===== config.mk =====
export PLATFORM = sky130hd
export DESIGN_NAME = uart_rxq_age
export DESIGN_NICKNAME = d
export VERILOG_FILES = /design/src/rtl/uart_rxq_pkg.sv /design/src/rtl/uart_rxq_store.sv /design/src/rtl/uart_rxq_age_timer.sv /design/src/rtl/uart_rxq_age.sv
export SDC_FILE = /design/constraint.sdc
export NUM_CORES = 1
export LEC_CHECK = 0
export BUFFER_PORTS_ARGS = -buffer_cell sky130_fd_sc_hd__buf_4
export CAP_MARGIN = 20
export CORE_MARGIN = 1.5
export CORE_UTILIZATION = 58
export DETAILED_ROUTE_END_ITERATION = 7
export GPL_TIMING_DRIVEN = 0
export PLACE_DENSITY = 0.86
export SLEW_MARGIN = 10
export SYNTH_ARGS = -nofsm -noshare
export SYNTH_HDL_FRONTEND = slang
export SYNTH_SLANG_ARGS = --single-unit

===== constraint.sdc =====
create_clock -name clk -period 9.96 [get_ports clk]
set_input_delay 0.498 -clock clk [delete_from_list [all_inputs] [get_ports clk]]
set_output_delay 0.498 -clock clk [all_outputs]
set_load 0.005 [all_outputs]

===== src/rtl/uart_rxq_pkg.sv =====
package uart_rxq_pkg;

   // Error qualifiers stored above the character in every entry
   typedef struct packed {
      logic err;
      logic ovr;
      logic ferr;
      logic brk;
   } rxq_tag_t;

   localparam int TAG_W = $bits(rxq_tag_t);

   // Sticky clear vector bit assignment
   localparam int CLR_OVR = 0;
   localparam int CLR_AGE = 1;
   localparam int CLR_BRK = 2;

endpackage


===== src/rtl/uart_rxq_store.sv =====
module uart_rxq_store #(
   parameter int DEPTH = 32,
   parameter int W     = 12,
   localparam int PTR_W = $clog2(DEPTH),
   localparam int CNT_W = $clog2(DEPTH + 1)
) (
   input  logic             clk,
   input  logic             rst_n,
   input  logic             clr,
   input  logic             wr_en,
   input  logic [W-1:0]     wr_data,
   input  logic             rd_en,
   output logic [W-1:0]     head,
   output logic [CNT_W-1:0] count
);

   logic [W-1:0]     mem [DEPTH];
   logic [PTR_W-1:0] wr_ptr, rd_ptr;
   logic [PTR_W-1:0] wr_ptr_inc, rd_ptr_inc;

   // Pointer advance: free wrap for powers of two, explicit compare otherwise
   if ((1 << PTR_W) == DEPTH) begin : g_pow2
      assign wr_ptr_inc = wr_ptr + 1'b1;
      assign rd_ptr_inc = rd_ptr + 1'b1;
   end else begin : g_wrap
      assign wr_ptr_inc = (wr_ptr == PTR_W'(DEPTH - 1)) ? '0 : wr_ptr + 1'b1;
      assign rd_ptr_inc = (rd_ptr == PTR_W'(DEPTH - 1)) ? '0 : rd_ptr + 1'b1;
   end

   always_ff @(posedge clk) begin
      if (wr_en) mem[wr_ptr] <= wr_data;
   end

   always_ff @(posedge clk or negedge rst_n) begin
      if (!rst_n) begin
         wr_ptr <= '0;
         rd_ptr <= '0;
         count  <= '0;
      end else if (clr) begin
         wr_ptr <= '0;
         rd_ptr <= '0;
         count  <= '0;
      end else begin
         if (wr_en) wr_ptr <= wr_ptr_inc;
         if (rd_en) rd_ptr <= rd_ptr_inc;
         count <= count + CNT_W'(wr_en) - CNT_W'(rd_en);
      end
   end

   assign head = mem[rd_ptr];

   AST_NO_OVERFLOW: assert property (@(posedge clk) disable iff (!rst_n)
      count <= CNT_W'(DEPTH));

   AST_FULL_NO_WRITE: assert property (@(posedge clk) disable iff (!rst_n)
      (count == CNT_W'(DEPTH)) |-> !wr_en);

endmodule


===== src/rtl/uart_rxq_age_timer.sv =====
module uart_rxq_age_timer #(
   parameter int AGE_CYCLES = 700,
   localparam int CW = $clog2(AGE_CYCLES + 1)
) (
   input  logic clk,
   input  logic rst_n,
   input  logic clr,
   input  logic run,
   input  logic restart,
   output logic expire
);

   logic [CW-1:0] cnt;
   logic          fired;
   logic          at_end;

   assign at_end = (cnt == CW'(AGE_CYCLES - 1));
   assign expire = run && !restart && !clr && !fired && at_end;

   always_ff @(posedge clk or negedge rst_n) begin
      if (!rst_n) begin
         cnt   <= '0;
         fired <= 1'b0;
      end else if (clr || restart || !run) begin
         cnt   <= '0;
         fired <= 1'b0;
      end else if (!fired) begin
         if (at_end) begin
            fired <= 1'b1;
            cnt   <= '0;
         end else begin
            cnt <= cnt + 1'b1;
         end
      end
   end

   AST_NO_EXPIRE_AFTER_RESTART: assert property (@(posedge clk) disable iff (!rst_n)
      restart |=> !expire);

endmodule


===== src/rtl/uart_rxq_age.sv =====
module uart_rxq_age
   import uart_rxq_pkg::*;
#(
   parameter int DATA_W     = 8,
   parameter int DEPTH      = 32,
   parameter int TRIG_W     = 6,
   parameter int AGE_CYCLES = 700,
   localparam int ENT_W = DATA_W + TAG_W,
   localparam int OUT_W = ENT_W + 1,
   localparam int CNT_W = $clog2(DEPTH + 1),
   localparam int CMP_W = ((TRIG_W > CNT_W) ? TRIG_W : CNT_W) + 1
) (
   input  logic              clk,
   input  logic              rst_n,
   input  logic              soft_clr,
   input  logic              rx_en,
   input  logic [TRIG_W-1:0] trig_lvl,
   input  logic              push_vld,
   input  logic [DATA_W-1:0] push_char,
   input  logic              push_brk,
   input  logic              push_ferr,
   input  logic              rd_pop,
   input  logic [2:0]        sticky_clr,
   output logic [OUT_W-1:0]  rd_word,
   output logic              rx_ready,
   output logic              data_rdy,
   output logic              fifo_empty,
   output logic              ovr_sticky,
   output logic              age_sticky,
   output logic              brk_sticky
);

   // Elaboration-time parameter checks
   if (DEPTH < 2) begin : g_bad_depth
      $error("uart_rxq_age: DEPTH must be at least 2");
   end
   if (AGE_CYCLES < 2) begin : g_bad_age
      $error("uart_rxq_age: AGE_CYCLES must be at least 2");
   end
   if ((1 << TRIG_W) <= DEPTH) begin : g_bad_trig
      $error("uart_rxq_age: TRIG_W too narrow to reach DEPTH");
   end

   logic [CNT_W-1:0] count, cnt_nxt;
   logic [ENT_W-1:0] head, entry;
   rxq_tag_t         tag;
   logic             push_evt, full, wr_ok, pop_ok, last_slot;
   logic             age_expire;
   logic [CMP_W-1:0] occ_x, trig_x;

   assign push_evt  = push_vld && rx_en && !soft_clr;
   assign full      = (count == CNT_W'(DEPTH));
   assign wr_ok     = push_evt && !full;
   assign pop_ok    = rd_pop && (count != '0) && !soft_clr;
   assign last_slot = (count == CNT_W'(DEPTH - 1));

   always_comb begin
      tag.brk  = push_brk;
      tag.ferr = push_brk || push_ferr;
      tag.ovr  = last_slot;
      tag.err  = push_brk || push_ferr || last_slot;
      entry    = {tag, (push_brk ? {DATA_W{1'b0}} : push_char)};
   end

   assign cnt_nxt = count + CNT_W'(wr_ok) - CNT_W'(pop_ok);
   assign occ_x   = CMP_W'(cnt_nxt);
   assign trig_x  = CMP_W'(trig_lvl);

   uart_rxq_store #(
      .DEPTH (DEPTH),
      .W     (ENT_W)
   ) u_store (
      .clk     (clk),
      .rst_n   (rst_n),
      .clr     (soft_clr),
      .wr_en   (wr_ok),
      .wr_data (entry),
      .rd_en   (pop_ok),
      .head    (head),
      .count   (count)
   );

   uart_rxq_age_timer #(
      .AGE_CYCLES (AGE_CYCLES)
   ) u_age (
      .clk     (clk),
      .rst_n   (rst_n),
      .clr     (soft_clr),
      .run     (!rx_ready && !fifo_empty),
      .restart (push_evt || pop_ok),
      .expire  (age_expire)
   );

   // Occupancy flags: updated only on push and pop events
   always_ff @(posedge clk or negedge rst_n) begin
      if (!rst_n) begin
         rx_ready   <= 1'b0;
         data_rdy   <= 1'b0;
         fifo_empty <= 1'b1;
      end else if (soft_clr) begin
         rx_ready   <= 1'b0;
         data_rdy   <= 1'b0;
         fifo_empty <= 1'b1;
      end else begin
         if (push_evt) begin
            data_rdy   <= 1'b1;
            fifo_empty <= 1'b0;
         end else if (pop_ok && cnt_nxt == '0) begin
            data_rdy   <= 1'b0;
            fifo_empty <= 1'b1;
         end
         if (push_evt && occ_x >= trig_x)
            rx_ready <= 1'b1;
         else if (pop_ok && occ_x < trig_x)
            rx_ready <= 1'b0;
      end
   end

   // Sticky status: set wins over write-one-to-clear
   always_ff @(posedge clk or negedge rst_n) begin
      if (!rst_n) begin
         ovr_sticky <= 1'b0;
         age_sticky <= 1'b0;
         brk_sticky <= 1'b0;
      end else if (soft_clr) begin
         ovr_sticky <= 1'b0;
         age_sticky <= 1'b0;
         brk_sticky <= 1'b0;
      end else begin
         if (push_evt && full)         ovr_sticky <= 1'b1;
         else if (sticky_clr[CLR_OVR]) ovr_sticky <= 1'b0;
         if (age_expire)               age_sticky <= 1'b1;
         else if (sticky_clr[CLR_AGE]) age_sticky <= 1'b0;
         if (push_evt && push_brk)     brk_sticky <= 1'b1;
         else if (sticky_clr[CLR_BRK]) brk_sticky <= 1'b0;
      end
   end

   // Read return register
   always_ff @(posedge clk or negedge rst_n) begin
      if (!rst_n)
         rd_word <= '0;
      else if (soft_clr)
         rd_word <= '0;
      else if (rd_pop)
         rd_word <= pop_ok ? {1'b1, head} : '0;
   end

   AST_EMPTY_READ_ZERO: assert property (@(posedge clk) disable iff (!rst_n || soft_clr)
      (rd_pop && fifo_empty) |=> (rd_word == '0));

   AST_POP_VALID_BIT: assert property (@(posedge clk) disable iff (!rst_n || soft_clr)
      (rd_pop && !fifo_empty) |=> rd_word[OUT_W-1]);

   AST_DROP_SETS_OVR: assert property (@(posedge clk) disable iff (!rst_n || soft_clr)
      (push_vld && rx_en && full && !rd_pop) |=> (ovr_sticky && count == CNT_W'(DEPTH)));

   AST_RXEN_GATE: assert property (@(posedge clk) disable iff (!rst_n || soft_clr)
      (!rx_en && !rd_pop) |=> $stable(count));

   AST_AGE_ONLY_WAITING: assert property (@(posedge clk) disable iff (!rst_n || soft_clr)
      $rose(age_sticky) |-> $past(!rx_ready && !fifo_empty));

   AST_PUSH_CLEARS_EMPTY: assert property (@(posedge clk) disable iff (!rst_n || soft_clr)
      push_evt |=> (!fifo_empty && data_rdy));

endmodule


==> reports/metrics.csv <==
stage,metric,value,unit
status,status,"finished, final reports clean",
cts,Num CTS Buffers,41,
critical_path,r2r endpoint,rx_ready$_DFFE_PN0P_,
floorplanning,row cnt,63,
synth,fraction of registers with async set/reset,0.107,
sta,achievable frequency,221,MHz
sta,Max Slew Vio Count,0,
detailed_routing,DRC errors left,0,
critical_path,Slowest Stage Delay on Critical Path,0.57,ns
floorplanning,Die ar.,31400,um2
place,Final GP Congestion,0.893,
pwr,Pleak,6.75,nW
pwr,Max IR drop VDD,0.125,mV
sta,final setup fails,0,
grt,GR Util All Layers,0.273,
grt,pin count of the biggest net entering global routing,47,
floorplanning,core footprint,29800,um2
cts,H-tree levels,2,
critical_path,crit-path leading delay family,adder cells,
critical_path,"most used cell, CP",ha_1,
grt,initial antenna violation count,0,
critical_path,slowest CP cell,clkbuf_1,
synth,Yosys top cell area share,0.655,
critical_path,R2R Path Start,u_store.count[2]$_DFF_PN0_,
critical_path,nature of the critical path endpoint,flip-flop,
sta,final worst path period need,4.53,ns
synth,sequential fraction of the synthesis area,0.720,
detailed_routing,Antenna Nets Post-Route,0,
layout,P&R area growth vs syn,14.2,%
critical_path,Worst Path Arrival,4.92,ns
synth,top_reg_cell synth,edfxtp_1,
sta,clock skew,0.0271,ns
floorplanning,# IOs,44,
pwr,pwr/cell area,220,nW/um2
synth,"count leader, synth",edfxtp_1,
cts,CTS tree,done,
critical_path,worst setup path category,flip-flop to flip-flop,
synth,Post-Syn Nets,1071,
sta,unrepaired setup endpoints after global routing,no,
cts,clock buffer depth,3,
place,IO Port Bufs,42,
synth,Yosys reg bits,430,
floorplanning,Die Height,177,um
worst_hold_path,Worst Hold Class,input port to flip-flop,
grt,first-pass GRT wire length,62.1,mm
synth,"top cells by count, synth","384 x edfxtp_1, 85 x mux2i_1, 81 x nor2_1",
sta,Fin Setup TNS,0,ns
detailed_routing,total vias in the final route,10083,
detailed_routing,Detailed Routing Iterations Pass 1,5,
floorplanning,Die Wd,177,um
detailed_routing,initial DRC count,1520,
synth,leading area contributor after synthesis,edfxtp_1,
run,Max Cap Violations,0,
cts,number of gates resized after CTS,0,
grt,"Remaining Overflow, GRT",0,
pwr,Pwr Total,4.43,mW
detailed_routing,Vias/cell,6.44,
synth,Mapped Area,17600,um2
place,DP HPWL,26.7,mm
critical_path,startpoint types,flip-flop,
cts,clock sink total,430,
synth,synth warn,0,
grt,number of global-route vias before repair,10155,
critical_path,cells along the critical path,inv_1 -> ha_1 -> and4bb_2 -> nor3_2 -> clkbuf_1 -> ha_1 -> inv_1 -> ha_1 -> a211oi_1 -> o31ai_1 -> a21oi_1 -> xor2_1 -> ha_1 -> nand4_1 -> o21ai_0 -> o21ai_1 -> a21oi_1,
synth,post-synthesis cell type count,55,
detailed_routing,final wirelength,41.7,mm
cts,Root Driver,clkbuf_16,
cts,Worst-path clk slew,0.06,ns
synth,number of flops mapped to enable cells by yosys,384,
sta,Slew HR,0.246,
critical_path,"Req. time, crit path",10.34,ns
detailed_routing,wire length per cell,26.6,um
critical_path,Reg2Reg Depth,17,
layout,layout net count,1192,
cts,clk_lat worst skew,0.54,ns
sta,final hold violation count,0,
sta,crit share post-route,0.455,
critical_path,critical-path maximum fanout,10,
synth,Avg Inst Size Synth,17.2,um2
critical_path,r2r setup slk,5.43,ns
synth,dominant cells by area after synthesis,"edfxtp_1 65%, mux4_2 7.7%, dfrtp_1 6.4%, mux2i_1 4.8%, nor2_1 1.7%",
critical_path,CP bufs+invs,3,
synth,Synth Instances,1022,
worst_hold_path,Worst Hold End,age_sticky$_DFFE_PN0P_,
sta,worst slew pin tran,1.13,ns
floorplanning,Starting Density,0.591,
layout,n_diodes,0,
worst_hold_path,Hold Path Depth,3,
worst_hold_path,Hold Startpoint,sticky_clr[1],
layout,share of layout cells above drive strength 1,0.215,
==> kinds of logic (layout without fill, tap and decap cells) <==
family,Yosys count,count (layout),synth area share
mux,145,145,0.125
fa+ha+maj,24,24,0.0175
xor+xnor,13,13,0.00646
buf+inv,75,228,0.0216
compound gates,130,130,0.0527
flops,430,430,0.720
simple gates,205,205,0.0568
==> stage by stage <==
step	hold WS, ns	util	instances	worst slack (ns)	cell area, um2
after floorplan	0.202	-	1022	6.46	17600
after global placement	0.480	0.618	1454	5.72	18400
after detailed placement	0.487	0.626	1470	5.59	18700
after CTS	0.203	0.670	1546	5.49	20000
after global routing	0.230	0.675	1565	5.24	20100
final	0.216	0.675	1565	5.43	20100
==> cell type report <==
type | count | area [um2]
Clock inverter | 23 | 195
Tap cell | 390 | 488
Sequential cell | 430 | 12700
Fill cell | 1834 | 9680
Timing Repair Buffer | 78 | 677
Multi-Input combinational cell | 517 | 4590
Buffer | 49 | 283
Inverter | 26 | 97.6
Clock buffer | 52 | 1100
==> metal layers <==
metal  global-route usage  part of all wire  wire, um  vias up
met1                0.376              0.38     15800     5092
met3               0.0513              0.10      4220      105
li1                     -                 -         -     4256
met2                0.437              0.48     20200      630
met5                    0                 0         0        -
met4                0.104             0.036      1490        0
==> how the worst max path moves through the flow <==
stage | slack (ns) | end | cells after the start | start
floorplan | 6.46 | rx_ready$_DFFE_PN0P_ | 17 | u_store.count[2]$_DFF_PN0_
global placement | 5.72 | rx_ready$_DFFE_PN0P_ | 17 | u_store.count[2]$_DFF_PN0_
detailed placement | 5.59 | rx_ready$_DFFE_PN0P_ | 17 | u_store.count[2]$_DFF_PN0_
CTS | 5.49 | rx_ready$_DFFE_PN0P_ | 17 | u_store.count[2]$_DFF_PN0_
global route | 5.24 | rx_ready$_DFFE_PN0P_ | 17 | u_store.count[2]$_DFF_PN0_
finish | 5.43 | rx_ready$_DFFE_PN0P_ | 17 | u_store.count[2]$_DFF_PN0_
==> worst register-to-register path, delay by kind of cell (launching register included) <==
family | cells | cell delay, ns
flip-flops | 1 | 0.38
XOR/XNOR | 1 | 0.37
adder cells (fa/ha/maj) | 4 | 1.12
AND/OR/NAND/NOR | 3 | 0.87
buffers and inverters | 3 | 0.72
AO/OA/AOI/OAI | 6 | 0.93
==> repair_timing <==
item,4_1_cts,5_1_grt
hold buffers,1,0
hold endpoints to repair,13,0
buffers inserted,0,0
==> flip-flops by register name, summed over array words and instances (netlist names) <==
signal,flops
age_sticky,1
brk_sticky,1
data_rdy,1
fifo_empty,1
ovr_sticky,1
rd_word,13
rx_ready,1
u_age.cnt,10
u_age.fired,1
u_store.count,6
u_store.mem,384
u_store.rd_ptr,5
u_store.wr_ptr,5
==> cells in the final DEF, fill, tap and decap left out, types with 4 or more instances in the layout <==
| master | synthesis | layout |
|---|---|---|
| edfxtp_1 | 384 | 384 |
| mux2i_1 | 85 | 85 |
| nor2_1 | 81 | 80 |
| buf_4 | 7 | 73 |
| mux4_2 | 60 | 60 |
| dfrtp_1 | 45 | 45 |
| clkbuf_16 | 0 | 42 |
| nand2_1 | 37 | 37 |
| a21oi_1 | 36 | 36 |
| clkbuf_1 | 19 | 28 |
| inv_1 | 26 | 26 |
| ha_1 | 23 | 23 |
| o22ai_1 | 19 | 19 |
| nor3_1 | 15 | 14 |
| a2111oi_2 | 13 | 13 |
| buf_6 | 8 | 13 |
| a22o_1 | 12 | 12 |
| nor4_1 | 12 | 12 |
| o21ai_1 | 11 | 11 |
| xor2_1 | 10 | 10 |
| buf_2 | 10 | 10 |
| o21ai_0 | 10 | 10 |
| clkinv_1 | 0 | 9 |
| nor2b_1 | 16 | 8 |
| nand3_1 | 8 | 8 |
| o211ai_1 | 8 | 8 |
| clkinv_2 | 0 | 8 |
| a21o_1 | 6 | 6 |
| nor2b_2 | 0 | 6 |
| and3_1 | 6 | 6 |
| buf_1 | 5 | 5 |
| nand4_1 | 5 | 5 |
| nand2b_1 | 4 | 4 |
| buf_8 | 0 | 4 |
==> report_power, final <==
group	leakage (nW)	switching, mW	internal (mW)
registers	4.02	0.0356	1.99
logic	2.10	0.501	0.401
clock network	0.630	0.642	0.860
total	6.75	1.18	3.26
Power figures use the tool's default switching activity.
